===== src/rtl/amo_pkg.sv =====
package amo_pkg;

    localparam int XLEN     = 64;
    localparam int HALF     = XLEN / 2;
    localparam int BE_W     = XLEN / 8;
    localparam int LANE_BIT = $clog2(HALF / 8);

    typedef enum logic [1:0] {
        SZ_BYTE  = 2'b00,
        SZ_HALF  = 2'b01,
        SZ_WORD  = 2'b10,
        SZ_DWORD = 2'b11
    } amo_size_e;

    typedef enum logic [2:0] {
        K_ADD,
        K_OR,
        K_AND,
        K_XOR,
        K_XCHG,
        K_CMPX
    } amo_kind_e;

    localparam logic [3:0] CODE_ADD  = 4'h0;
    localparam logic [3:0] CODE_OR   = 4'h4;
    localparam logic [3:0] CODE_AND  = 4'h5;
    localparam logic [3:0] CODE_XOR  = 4'hA;
    localparam logic [3:0] CODE_XCHG = 4'hE;
    localparam logic [3:0] CODE_CMPX = 4'hF;

    typedef struct packed {
        amo_kind_e kind;
        logic      fetch;
        logic      dw;
        logic      illegal;
    } amo_op_t;

    typedef enum logic [2:0] {
        S_IDLE,
        S_READ,
        S_CALC,
        S_WRITE,
        S_DONE
    } amo_state_e;

    function automatic logic [XLEN-1:0] narrow(input logic [XLEN-1:0] v, input logic dw);
        return dw ? v : {{HALF{1'b0}}, v[HALF-1:0]};
    endfunction

    function automatic logic [XLEN-1:0] apply_op(input amo_kind_e k,
                                                 input logic [XLEN-1:0] mem_old,
                                                 input logic [XLEN-1:0] operand,
                                                 input logic dw);
        logic [XLEN-1:0] r;
        case (k)
            K_ADD:   r = mem_old + operand;
            K_OR:    r = mem_old | operand;
            K_AND:   r = mem_old & operand;
            K_XOR:   r = mem_old ^ operand;
            default: r = operand;
        endcase
        return narrow(r, dw);
    endfunction

endpackage


===== src/rtl/amo_decode.sv =====
module amo_decode
    import amo_pkg::*;
#(
    parameter int IMM_W = 32
) (
    input  logic [IMM_W-1:0] imm,
    input  logic [1:0]       size,
    output amo_op_t          op
);
    logic size_ok;
    logic code_ok;
    logic pad_ok;

    always_comb begin
        op       = '0;
        op.kind  = K_ADD;
        op.fetch = imm[0];
        op.dw    = (size == SZ_DWORD);
        size_ok  = (size == SZ_WORD) || (size == SZ_DWORD);
        pad_ok   = (imm[IMM_W-1:8] == '0) && (imm[3:1] == 3'b000);
        code_ok  = 1'b1;
        case (imm[7:4])
            CODE_ADD:  op.kind = K_ADD;
            CODE_OR:   op.kind = K_OR;
            CODE_AND:  op.kind = K_AND;
            CODE_XOR:  op.kind = K_XOR;
            CODE_XCHG: begin
                op.kind = K_XCHG;
                code_ok = imm[0];
            end
            CODE_CMPX: begin
                op.kind = K_CMPX;
                code_ok = imm[0];
            end
            default:   code_ok = 1'b0;
        endcase
        op.illegal = !(size_ok && pad_ok && code_ok);
    end

endmodule


===== src/rtl/amo_alu.sv =====
module amo_alu
    import amo_pkg::*;
(
    input  amo_op_t         op,
    input  logic [XLEN-1:0] mem_old,
    input  logic [XLEN-1:0] src,
    input  logic [XLEN-1:0] r0,
    output logic [XLEN-1:0] new_val,
    output logic            match
);
    always_comb begin
        new_val = apply_op(op.kind, mem_old, src, op.dw);
        match   = (narrow(mem_old, op.dw) == narrow(r0, op.dw));
    end

endmodule


===== src/rtl/amo_seq.sv =====
module amo_seq
    import amo_pkg::*;
#(
    parameter int ADDR_W = 64,
    parameter int OFF_W  = 16
) (
    input  logic              clk,
    input  logic              rst,
    input  logic              start,
    input  amo_op_t           op_in,
    input  logic [XLEN-1:0]   dst,
    input  logic [OFF_W-1:0]  offset,
    input  logic [XLEN-1:0]   src,
    input  logic [XLEN-1:0]   r0,
    input  logic [XLEN-1:0]   new_val,
    input  logic              match,
    output amo_op_t           cur_op,
    output logic [XLEN-1:0]   cur_old,
    output logic [XLEN-1:0]   cur_src,
    output logic [XLEN-1:0]   cur_r0,
    output logic              busy,
    output logic              done,
    output logic              illegal,
    output logic              src_wb_en,
    output logic [XLEN-1:0]   src_wb_data,
    output logic              r0_wb_en,
    output logic [XLEN-1:0]   r0_wb_data,
    output logic              mem_req,
    output logic              mem_we,
    output logic [ADDR_W-1:0] mem_addr,
    output logic [BE_W-1:0]   mem_be,
    output logic [XLEN-1:0]   mem_wdata,
    input  logic [XLEN-1:0]   mem_rdata,
    input  logic              mem_ack
);
    localparam int EXT_W = ADDR_W - OFF_W;

    amo_state_e        state;
    amo_op_t           op_q;
    logic [ADDR_W-1:0] addr_q;
    logic [XLEN-1:0]   src_q;
    logic [XLEN-1:0]   r0_q;
    logic [XLEN-1:0]   old_q;
    logic [XLEN-1:0]   new_q;
    logic              upper;

    assign upper = addr_q[LANE_BIT];

    always_ff @(posedge clk) begin
        if (rst) begin
            state  <= S_IDLE;
            op_q   <= '0;
            addr_q <= '0;
            src_q  <= '0;
            r0_q   <= '0;
            old_q  <= '0;
            new_q  <= '0;
        end else begin
            case (state)
                S_IDLE: if (start) begin
                    op_q   <= op_in;
                    addr_q <= dst[ADDR_W-1:0] + {{EXT_W{offset[OFF_W-1]}}, offset};
                    src_q  <= src;
                    r0_q   <= r0;
                    state  <= op_in.illegal ? S_DONE : S_READ;
                end
                S_READ: if (mem_ack) begin
                    if (op_q.dw)
                        old_q <= mem_rdata;
                    else if (upper)
                        old_q <= {{HALF{1'b0}}, mem_rdata[XLEN-1:HALF]};
                    else
                        old_q <= {{HALF{1'b0}}, mem_rdata[HALF-1:0]};
                    state <= S_CALC;
                end
                S_CALC: begin
                    new_q <= new_val;
                    state <= (op_q.kind != K_CMPX || match) ? S_WRITE : S_DONE;
                end
                S_WRITE: if (mem_ack) state <= S_DONE;
                S_DONE:  state <= S_IDLE;
                default: state <= S_IDLE;
            endcase
        end
    end

    always_comb begin
        cur_op   = op_q;
        cur_old  = old_q;
        cur_src  = src_q;
        cur_r0   = r0_q;
        busy     = (state != S_IDLE);
        done     = (state == S_DONE);
        illegal  = done && op_q.illegal;
        mem_req  = (state == S_READ) || (state == S_WRITE);
        mem_we   = (state == S_WRITE);
        mem_addr = addr_q;
        if (op_q.dw) begin
            mem_be    = '1;
            mem_wdata = new_q;
        end else if (upper) begin
            mem_be    = {{(BE_W/2){1'b1}}, {(BE_W/2){1'b0}}};
            mem_wdata = {new_q[HALF-1:0], {HALF{1'b0}}};
        end else begin
            mem_be    = {{(BE_W/2){1'b0}}, {(BE_W/2){1'b1}}};
            mem_wdata = {{HALF{1'b0}}, new_q[HALF-1:0]};
        end
        src_wb_en   = done && !op_q.illegal && op_q.fetch && (op_q.kind != K_CMPX);
        r0_wb_en    = done && !op_q.illegal && (op_q.kind == K_CMPX);
        src_wb_data = old_q;
        r0_wb_data  = old_q;
    end

    // R8: an illegal operation never issues a memory request
    a_r8_no_access_when_illegal: assert property (@(posedge clk) disable iff (rst)
        mem_req |-> !op_q.illegal);

    // R7: a mismatching compare-and-exchange goes straight to completion
    a_r7_no_write_on_mismatch: assert property (@(posedge clk) disable iff (rst)
        (state == S_CALC && op_q.kind == K_CMPX && !match) |=> (!mem_req && done));

    // R1: word accesses enable exactly one 32-bit lane
    a_r1_word_lane: assert property (@(posedge clk) disable iff (rst)
        (mem_req && !op_q.dw) |-> ($countones(mem_be) == BE_W/2));

    // R3: a captured word value is zero-extended
    a_r3_old_narrow: assert property (@(posedge clk) disable iff (rst)
        (state == S_CALC && !op_q.dw) |-> (old_q[XLEN-1:HALF] == '0));

    // R9: completion is a single-cycle pulse and an accepted start raises busy
    a_r9_done_pulse: assert property (@(posedge clk) disable iff (rst)
        done |=> !done);
    a_r9_start_busy: assert property (@(posedge clk) disable iff (rst)
        (start && !busy) |=> busy);

    // R7: source and R0 writebacks never coincide
    a_r7_wb_exclusive: assert property (@(posedge clk) disable iff (rst)
        !(src_wb_en && r0_wb_en));

endmodule


===== src/rtl/atomic_rmw_unit.sv =====
module atomic_rmw_unit
    import amo_pkg::*;
#(
    parameter int ADDR_W = 64,
    parameter int OFF_W  = 16,
    parameter int IMM_W  = 32
) (
    input  logic              clk,
    input  logic              rst,
    input  logic              start,
    input  logic [IMM_W-1:0]  op_imm,
    input  logic [1:0]        op_size,
    input  logic [XLEN-1:0]   dst_val,
    input  logic [OFF_W-1:0]  off_val,
    input  logic [XLEN-1:0]   src_val,
    input  logic [XLEN-1:0]   r0_val,
    output logic              busy,
    output logic              done,
    output logic              illegal,
    output logic              src_wb_en,
    output logic [XLEN-1:0]   src_wb_data,
    output logic              r0_wb_en,
    output logic [XLEN-1:0]   r0_wb_data,
    output logic              mem_req,
    output logic              mem_we,
    output logic [ADDR_W-1:0] mem_addr,
    output logic [BE_W-1:0]   mem_be,
    output logic [XLEN-1:0]   mem_wdata,
    input  logic [XLEN-1:0]   mem_rdata,
    input  logic              mem_ack
);
    amo_op_t         dec_op;
    amo_op_t         cur_op;
    logic [XLEN-1:0] cur_old;
    logic [XLEN-1:0] cur_src;
    logic [XLEN-1:0] cur_r0;
    logic [XLEN-1:0] new_val;
    logic            match;

    amo_decode #(.IMM_W(IMM_W)) u_decode (
        .imm  (op_imm),
        .size (op_size),
        .op   (dec_op)
    );

    amo_alu u_alu (
        .op      (cur_op),
        .mem_old (cur_old),
        .src     (cur_src),
        .r0      (cur_r0),
        .new_val (new_val),
        .match   (match)
    );

    amo_seq #(.ADDR_W(ADDR_W), .OFF_W(OFF_W)) u_seq (
        .clk         (clk),
        .rst         (rst),
        .start       (start),
        .op_in       (dec_op),
        .dst         (dst_val),
        .offset      (off_val),
        .src         (src_val),
        .r0          (r0_val),
        .new_val     (new_val),
        .match       (match),
        .cur_op      (cur_op),
        .cur_old     (cur_old),
        .cur_src     (cur_src),
        .cur_r0      (cur_r0),
        .busy        (busy),
        .done        (done),
        .illegal     (illegal),
        .src_wb_en   (src_wb_en),
        .src_wb_data (src_wb_data),
        .r0_wb_en    (r0_wb_en),
        .r0_wb_data  (r0_wb_data),
        .mem_req     (mem_req),
        .mem_we      (mem_we),
        .mem_addr    (mem_addr),
        .mem_be      (mem_be),
        .mem_wdata   (mem_wdata),
        .mem_rdata   (mem_rdata),
        .mem_ack     (mem_ack)
    );

endmodule


===== config.mk =====
export PLATFORM = sky130hd
export DESIGN_NAME = atomic_rmw_unit
export DESIGN_NICKNAME = d
export VERILOG_FILES = /design/src/rtl/amo_pkg.sv /design/src/rtl/amo_decode.sv /design/src/rtl/amo_alu.sv /design/src/rtl/amo_seq.sv /design/src/rtl/atomic_rmw_unit.sv
export SDC_FILE = /design/constraint.sdc
export NUM_CORES = 1
export LEC_CHECK = 0
export BUFFER_PORTS_ARGS = -buffer_cell sky130_fd_sc_hd__buf_2
export CORE_ASPECT_RATIO = 1.4
export CORE_MARGIN = 8
export CORE_UTILIZATION = 29
export DETAILED_ROUTE_END_ITERATION = 6
export HOLD_SLACK_MARGIN = 0.03
export PLACE_DENSITY_LB_ADDON = 0.2
export SYNTH_ARGS = -nofsm -noshare
export SYNTH_HDL_FRONTEND = slang
export SYNTH_SLANG_ARGS = --single-unit

===== constraint.sdc =====
create_clock -name clk -period 3.3 [get_ports clk]
set_clock_uncertainty 0.15 [all_clocks]
set_input_delay 0.495 -clock clk [delete_from_list [all_inputs] [get_ports clk]]
set_output_delay 0.495 -clock clk [all_outputs]
set_load 0.01 [all_outputs]

# Word level (Yosys, flattened, before mapping)
# Cells that the tools add are included.
word_totals:
  ram_bits: 0
  word_cells: 77
  n_memories: 0
  reg_bits: 329
  latchBits: 0
  input_bits: 310
  romBits: 0
  output_inout_bits: 271
op_classes:
  mux: 18
  div_mod_pow: 0
  order_cmp: 0
  eq_ne: 20
  reduce_logical: 24
  addsub: 2
  shift: 0
  multipliers: 0
  bitwise: 3
op_table:
  columns: ["operator", "n"]
  rows:
  - ["2-to-1 mux 64 bit", 6]
  - ["case mux 64 bit (4 select lines)", 1]
  - ["adder 64 bit", 2]
  - ["bitwise AND 64 bit", 1]
  - ["equality test 64 bit", 1]
  - ["bitwise OR 64 bit", 1]
  - ["bitwise XOR 64 bit", 1]
  - ["2-to-1 mux 32 bit", 1]
  - ["logical NOT 24 bit", 1]
  - ["2-to-1 mux 8 bit", 2]
  - ["2-to-1 mux 3 bit", 5]
  - ["case mux 3 bit (5 select lines)", 1]
  - ["equality test 3 x 2 -> 1 bit, second input constant", 4]
  - ["equality test 4 bit, second input constant", 3]
  - ["case mux 3 bit (4 select lines)", 1]
  - ["logical NOT 3 bit", 3]
  - ["equality test 4 x 3 -> 1 bit, second input constant", 2]
  - ["logical AND 1 bit", 8]
  - ["equality test 3 x 1 -> 1 bit, second input constant", 2]
  - ["equality test 3 bit, second input constant", 2]
  - ["equality test 2 bit, second input constant", 2]
  - ["logical NOT 4 bit", 1]
  - ["!= test 2 bit, second input constant", 2]
  - ["AND reduction 2 bit", 2]
  - ["other kinds (9)", 12]

# Logic depth before layout (Yosys ltp)
logic_depth:
  word_depth: 7
  mapped_depth: 14
  mapped_depth_nobuf: 14

# By module
# Synthesis repeated with hierarchy kept, for this count alone.
unflattened:
  hier_cells: 3495
  area_unflattened_um2: 25260.5
by_module_without_submodules:
  columns: ["mod", "instances", "area_per_inst_um2", "cells_each"]
  rows:
  - ["amo_seq", 1, 16804.9, 2223]
  - ["amo_alu", 1, 8308.0, 1248]
  - ["amo_decode", 1, 147.6, 24]

# Least setup slack after synthesis
# Ideal clock, no wire load.
synth_path:
  path_kind: "reg2reg"
  startpoint: "register u_seq.old_q[0] (netlist: u_seq.cur_old[0])"
  endpoint: "register u_seq.new_q[62]"
  synth_period_minus_slack_ps: 3393
  setup_time_ps: 122
  required_time_ps: 3028
  t_arrival_ps: 3121
  path_stages_with_launch: 15
  n_path_buf: 0
  path_slack_ps: -93
  cell_sequence: "dfxtp_1 -> ha_1 -> inv_1 -> fa_1 -> nor2b_1 -> o31a_1 -> o22a_1 -> a41o_1 -> o211ai_2 -> a21oi_2 -> a21boi_1 -> o41a_1 -> o41ai_2 -> xnor2_1 -> o21ai_1"
synth_between:
  elab_chain_cells: 3
synth_rtl:
  columns: ["item", "line_no", "rtl"]
  rows:
  - ["start, declared", "amo_seq.sv:43", "logic [XLEN-1:0] old_q;"]
  - ["start signal, assigned", "amo_seq.sv:69", "old_q <= mem_rdata;"]
  - ["start signal, assigned", "amo_seq.sv:71", "old_q <= {{HALF{1'b0}}, mem_rdata[XLEN-1:HALF]};"]
  - ["start signal, assigned", "amo_seq.sv:73", "old_q <= {{HALF{1'b0}}, mem_rdata[HALF-1:0]};"]
  - ["adder 64 bit", "amo_pkg.sv:56", "K_ADD: r = mem_old + operand;"]
  - ["case mux 64 bit (4 select lines)", "amo_pkg.sv:55", "case (k)"]
  - ["2-to-1 mux 64 bit", "amo_pkg.sv:47", "return dw ? v : {{HALF{1'b0}}, v[HALF-1:0]};"]
  - ["end signal, assigned", "amo_seq.sv:77", "new_q <= new_val;"]
  - ["end, declared", "amo_seq.sv:44", "logic [XLEN-1:0] new_q;"]
# Every way passes these cells.
# A chain may end at the register's enable or synchronous reset.

# Worst setup path in the final report
layout_path:
  startpoint: "register u_seq.src_q[0] (netlist: u_seq.cur_src[0])"
  endpoint: "register u_seq.new_q[62]"
layout_between:
  elab_chain_cells: 3
layout_rtl:
  columns: ["item", "line_no", "rtl"]
  rows:
  - ["start, declared", "amo_seq.sv:41", "logic [XLEN-1:0] src_q;"]
  - ["start signal, assigned", "amo_seq.sv:63", "src_q <= src;"]
  - ["adder 64 bit", "amo_pkg.sv:56", null]
  - ["case mux 64 bit (4 select lines)", "amo_pkg.sv:55", null]
  - ["2-to-1 mux 64 bit", "amo_pkg.sv:47", null]
# Every way passes these cells.

==> impl_metrics.ini <==
[layout]
drive_gt1_share_pct = 32.4
nets = 4814
fin_area_mm2 = 0.0353
area_growth_pct = 44.1

[clock_tree]
cts_buffers = 41
cts.sinks = 329
clockBufferDepth = 3
tritoncts = done
cts-root-buf = clkbuf_16
clk_latency_ns = 0.59
clkTransAtPathRegs_ns = 0.07
h-tree-depth = 2

[logic_synthesis]
yosys_warnings = 0
synth.most_common_cell = nand2_1
synthTopCellsByArea = dfxtp_1 27%, ha_1 9.8%, nand2_1 9.0%
synth_compound_area_share_pct = 23.8
yosysTopAreaCellShare_pct = 26.9
ys_types = 85
ys.flop_type = dfxtp_1
synth.ff_latch_count = 329
synth_edf_count = 0
ys_seq_area_share_pct = 26.9
synth_fp_nets = 3806
synth_top_family_by_area = compound AO/OA/AOI/OAI gates
synthAdderAreaFrac_pct = 9.92
avgSynthCellArea_um2 = 7.41
synth-async-reset-ratio_pct = 0
yosys.area_share.simple_pct = 19.1
synth_top_area_cell = dfxtp_1
syn_area_mm2 = 0.0245
synth-xor-area-share_pct = 6.37
synth.area.mux_share_pct = 4.99
synthTopCellsByCount = 590 x nand2_1, 418 x a21oi_1, 329 x dfxtp_1
netlist_instances = 3303

[detailed_routing]
first_iter_violations = 1683
vias = 27700
first_pass_iters = 7
ant_nets = 0
drc = 4
wirelength_mm = 130
wl_per_cell_um = 23.9
routed_via_density = 5.10

[power]
p_comb_share_pct = 24.4
peakVddDrop_mv = 0.310
pwr_density_cell_mw_per_mm2 = 350
p_leak_uw = 0.0162
internal_power_uw = 8480
swShare_pct = 31.3
clkPwrFrac_pct = 40.8
seqPwrFrac_pct = 34.7
switchingPower_uw = 3870

[sta]
drv_slew = 0
setup_violations = 8
finalWorstSetupSlack_ns = -0.132
max_freq_mhz = 291
fin_crit_ns = 3.43
min_period_over_period_pct = 104
max_slew.worst_pin.slew_ns = 1.07
rsz0062_at_grt = true
finalHoldViolations = 0
maxSlewHeadroom_pct = 28.5

[hold_path]
worstHoldPathType = in2reg

[die]
initial_utilization_pct = 29.1
fp.dieW_um = 262
io_pins = 581
die_y_um = 360
coreArea_mm2 = 0.0840
num_rows = 126
dieArea_mm2 = 0.0941

[setup_path]
cp.arrival_ns = 3.76
worstSetupEndpointType = flop
cp_slowest_stage_delay_ns = 0.43
r2r_slack_ns = -0.13
cp_slowest_cell = o41a_1
crit_required_ns = 3.63
critPathTopFamily = compound AO/OA/AOI/OAI gates
cp_max_fo = 4
crit_buf_inv = 2
critical_path_class = reg2reg
startpoint_type = flop
critical_path.cell_chain = ha_4 > inv_2 > fa_2 > nor2b_2 > o31a_1 > o22a_1 > a41o_1 > o211ai_2 > a21oi_4 > a21boi_2 > o41a_1 > o41ai_2 > buf_4 > xnor2_1 > o21ai_1

[grt]
grt_pass1_wl_mm = 186
antenna_found_initial = 20
overflow = 0
track_usage_pct = 26.3
first_global_vias = 28000
grt_max_degree = 93

[placed_design]
dpl_cell_area_mm2 = 0.0316
port-buffer-count = 580
dp_worst_setup_slack_ns = -0.699
place_congestion = 0.937
place_hpwl_mm = 104

[run_status]
violations = design-rule violations, negative setup slack
status = complete, but fails checks

[flow_run]
cap_viol_max_count = 0
==> logic make-up after synthesis <==
family | after synthesis
xor gates and xnor gates | 178
adders and majority gates | 193
AOI/OAI and AO/OA | 933
and+or+nand+nor | 1070
buffers and inverters | 503
muxes | 97
DFF | 329
==> registers in the layout, summed over array words and instances (netlist names) <==
| signal | flops |
|---|---|
| u_seq.state | 3 |
| u_seq.cur_src | 64 |
| u_seq.cur_old | 64 |
| u_seq.new_q | 64 |
| u_seq.cur_op | 6 |
| u_seq.cur_r0 | 64 |
| u_seq.mem_addr | 64 |
==> metal layers <==
metal | track usage, % | vias to the layer above | share of wire, %
met1 | 31.1 | 13200 | 41
li1 | - | 13400 | -
met4 | 9.50 | 14 | 4.1
met3 | 4.84 | 203 | 5.8
met2 | 46.6 | 872 | 49
met5 | 0 | - | 0.071
==> through the flow <==
stage                     setup TNS, ns  instances  utilization, %  total power, uW  hold WS [ns]
final                            -0.616       5441            42.0            12300        0.0581
after global routing              -1.97       5434            42.0            12900        0.0497
after CTS                        -0.992       5422            41.2            12400        0.0318
after detailed placement         -18.12       5217            37.6             7210         0.294
after global placement           -18.49       5217            37.6             7220         0.288
after floorplan                -0.00707       3303               -             5830         0.287
==> power by group through the flow <==
| stage | logic, uW | clock network, uW | registers, uW |
|---|---|---|---|
| finish | 3020 | 5040 | 4290 |
| global route | 3280 | 5310 | 4310 |
| CTS | 2990 | 5180 | 4290 |
| detailed placement | 2830 | 0 | 4370 |
| global placement | 2840 | 0 | 4370 |
| floorplan | 1470 | 0 | 4370 |
==> cell type report <==
| type | count | area [um^2] |
|---|---|---|
| flip-flops and latches | 329 | 6660 |
| multi-input cells | 2471 | 16500 |
| fillers | 8807 | 48700 |
| clock inverters | 17 | 231 |
| inverters | 221 | 832 |
| well taps | 1088 | 1360 |
| clock buffers | 58 | 1220 |
| repair buffers | 1247 | 8410 |
| diodes | 10 | 25.0 |
==> worst reg2reg max path: stages (launching register included) <==
cell	delay, ns
dfxtp_2	0.35
ha_4	0.14
inv_2	0.04
fa_2	0.38
nor2b_2	0.13
o31a_1	0.17
o22a_1	0.20
a41o_1	0.27
o211ai_2	0.15
a21oi_4	0.27
a21boi_2	0.09
o41a_1	0.43
o41ai_2	0.23
buf_4	0.17
xnor2_1	0.11
o21ai_1	0.07
==> timing repair <==
action,4_1_cts,5_1_grt
resized for setup,77,126
hold buffers,126,0
hold endpoints to repair,126,0
endpoints found under the setup margin,28,38
pin swaps,37,55
buffers inserted,4,11
==> final timing paths <==
kind	cells past startpoint	from	end
max reg2reg	15	u_seq.cur_src[0]	u_seq.new_q[62]
min reg2reg	2	u_seq.mem_addr[6]	u_seq.mem_addr[6]
max	15	u_seq.cur_src[0]	u_seq.new_q[62]
min	3	src_val[11]	u_seq.cur_src[11]
==> cells in the final DEF, fill, tap and decap left out, types with 20 or more instances in the layout <==
master | netlist | final
buf_4 | 78 | 522
mux4_2 | 20 | 20
xor2_1 | 63 | 63
ha_4 | 0 | 29
o21ai_0 | 129 | 114
mux2i_1 | 76 | 76
o21bai_1 | 25 | 23
xnor2_1 | 115 | 113
nand3_1 | 58 | 56
dfxtp_1 | 329 | 288
dlygate4sd3_1 | 0 | 126
nor3_1 | 38 | 36
a21oi_1 | 418 | 397
buf_2 | 9 | 579
a221oi_1 | 30 | 28
a211oi_1 | 63 | 58
and2_1 | 46 | 45
a21o_1 | 65 | 65
nand4_1 | 45 | 45
inv_1 | 221 | 210
nor2_1 | 190 | 188
ha_1 | 191 | 157
nand2_1 | 590 | 586
dfxtp_2 | 0 | 32
clkbuf_16 | 0 | 43
No activity file was read; power rests on OpenSTA's default activity.
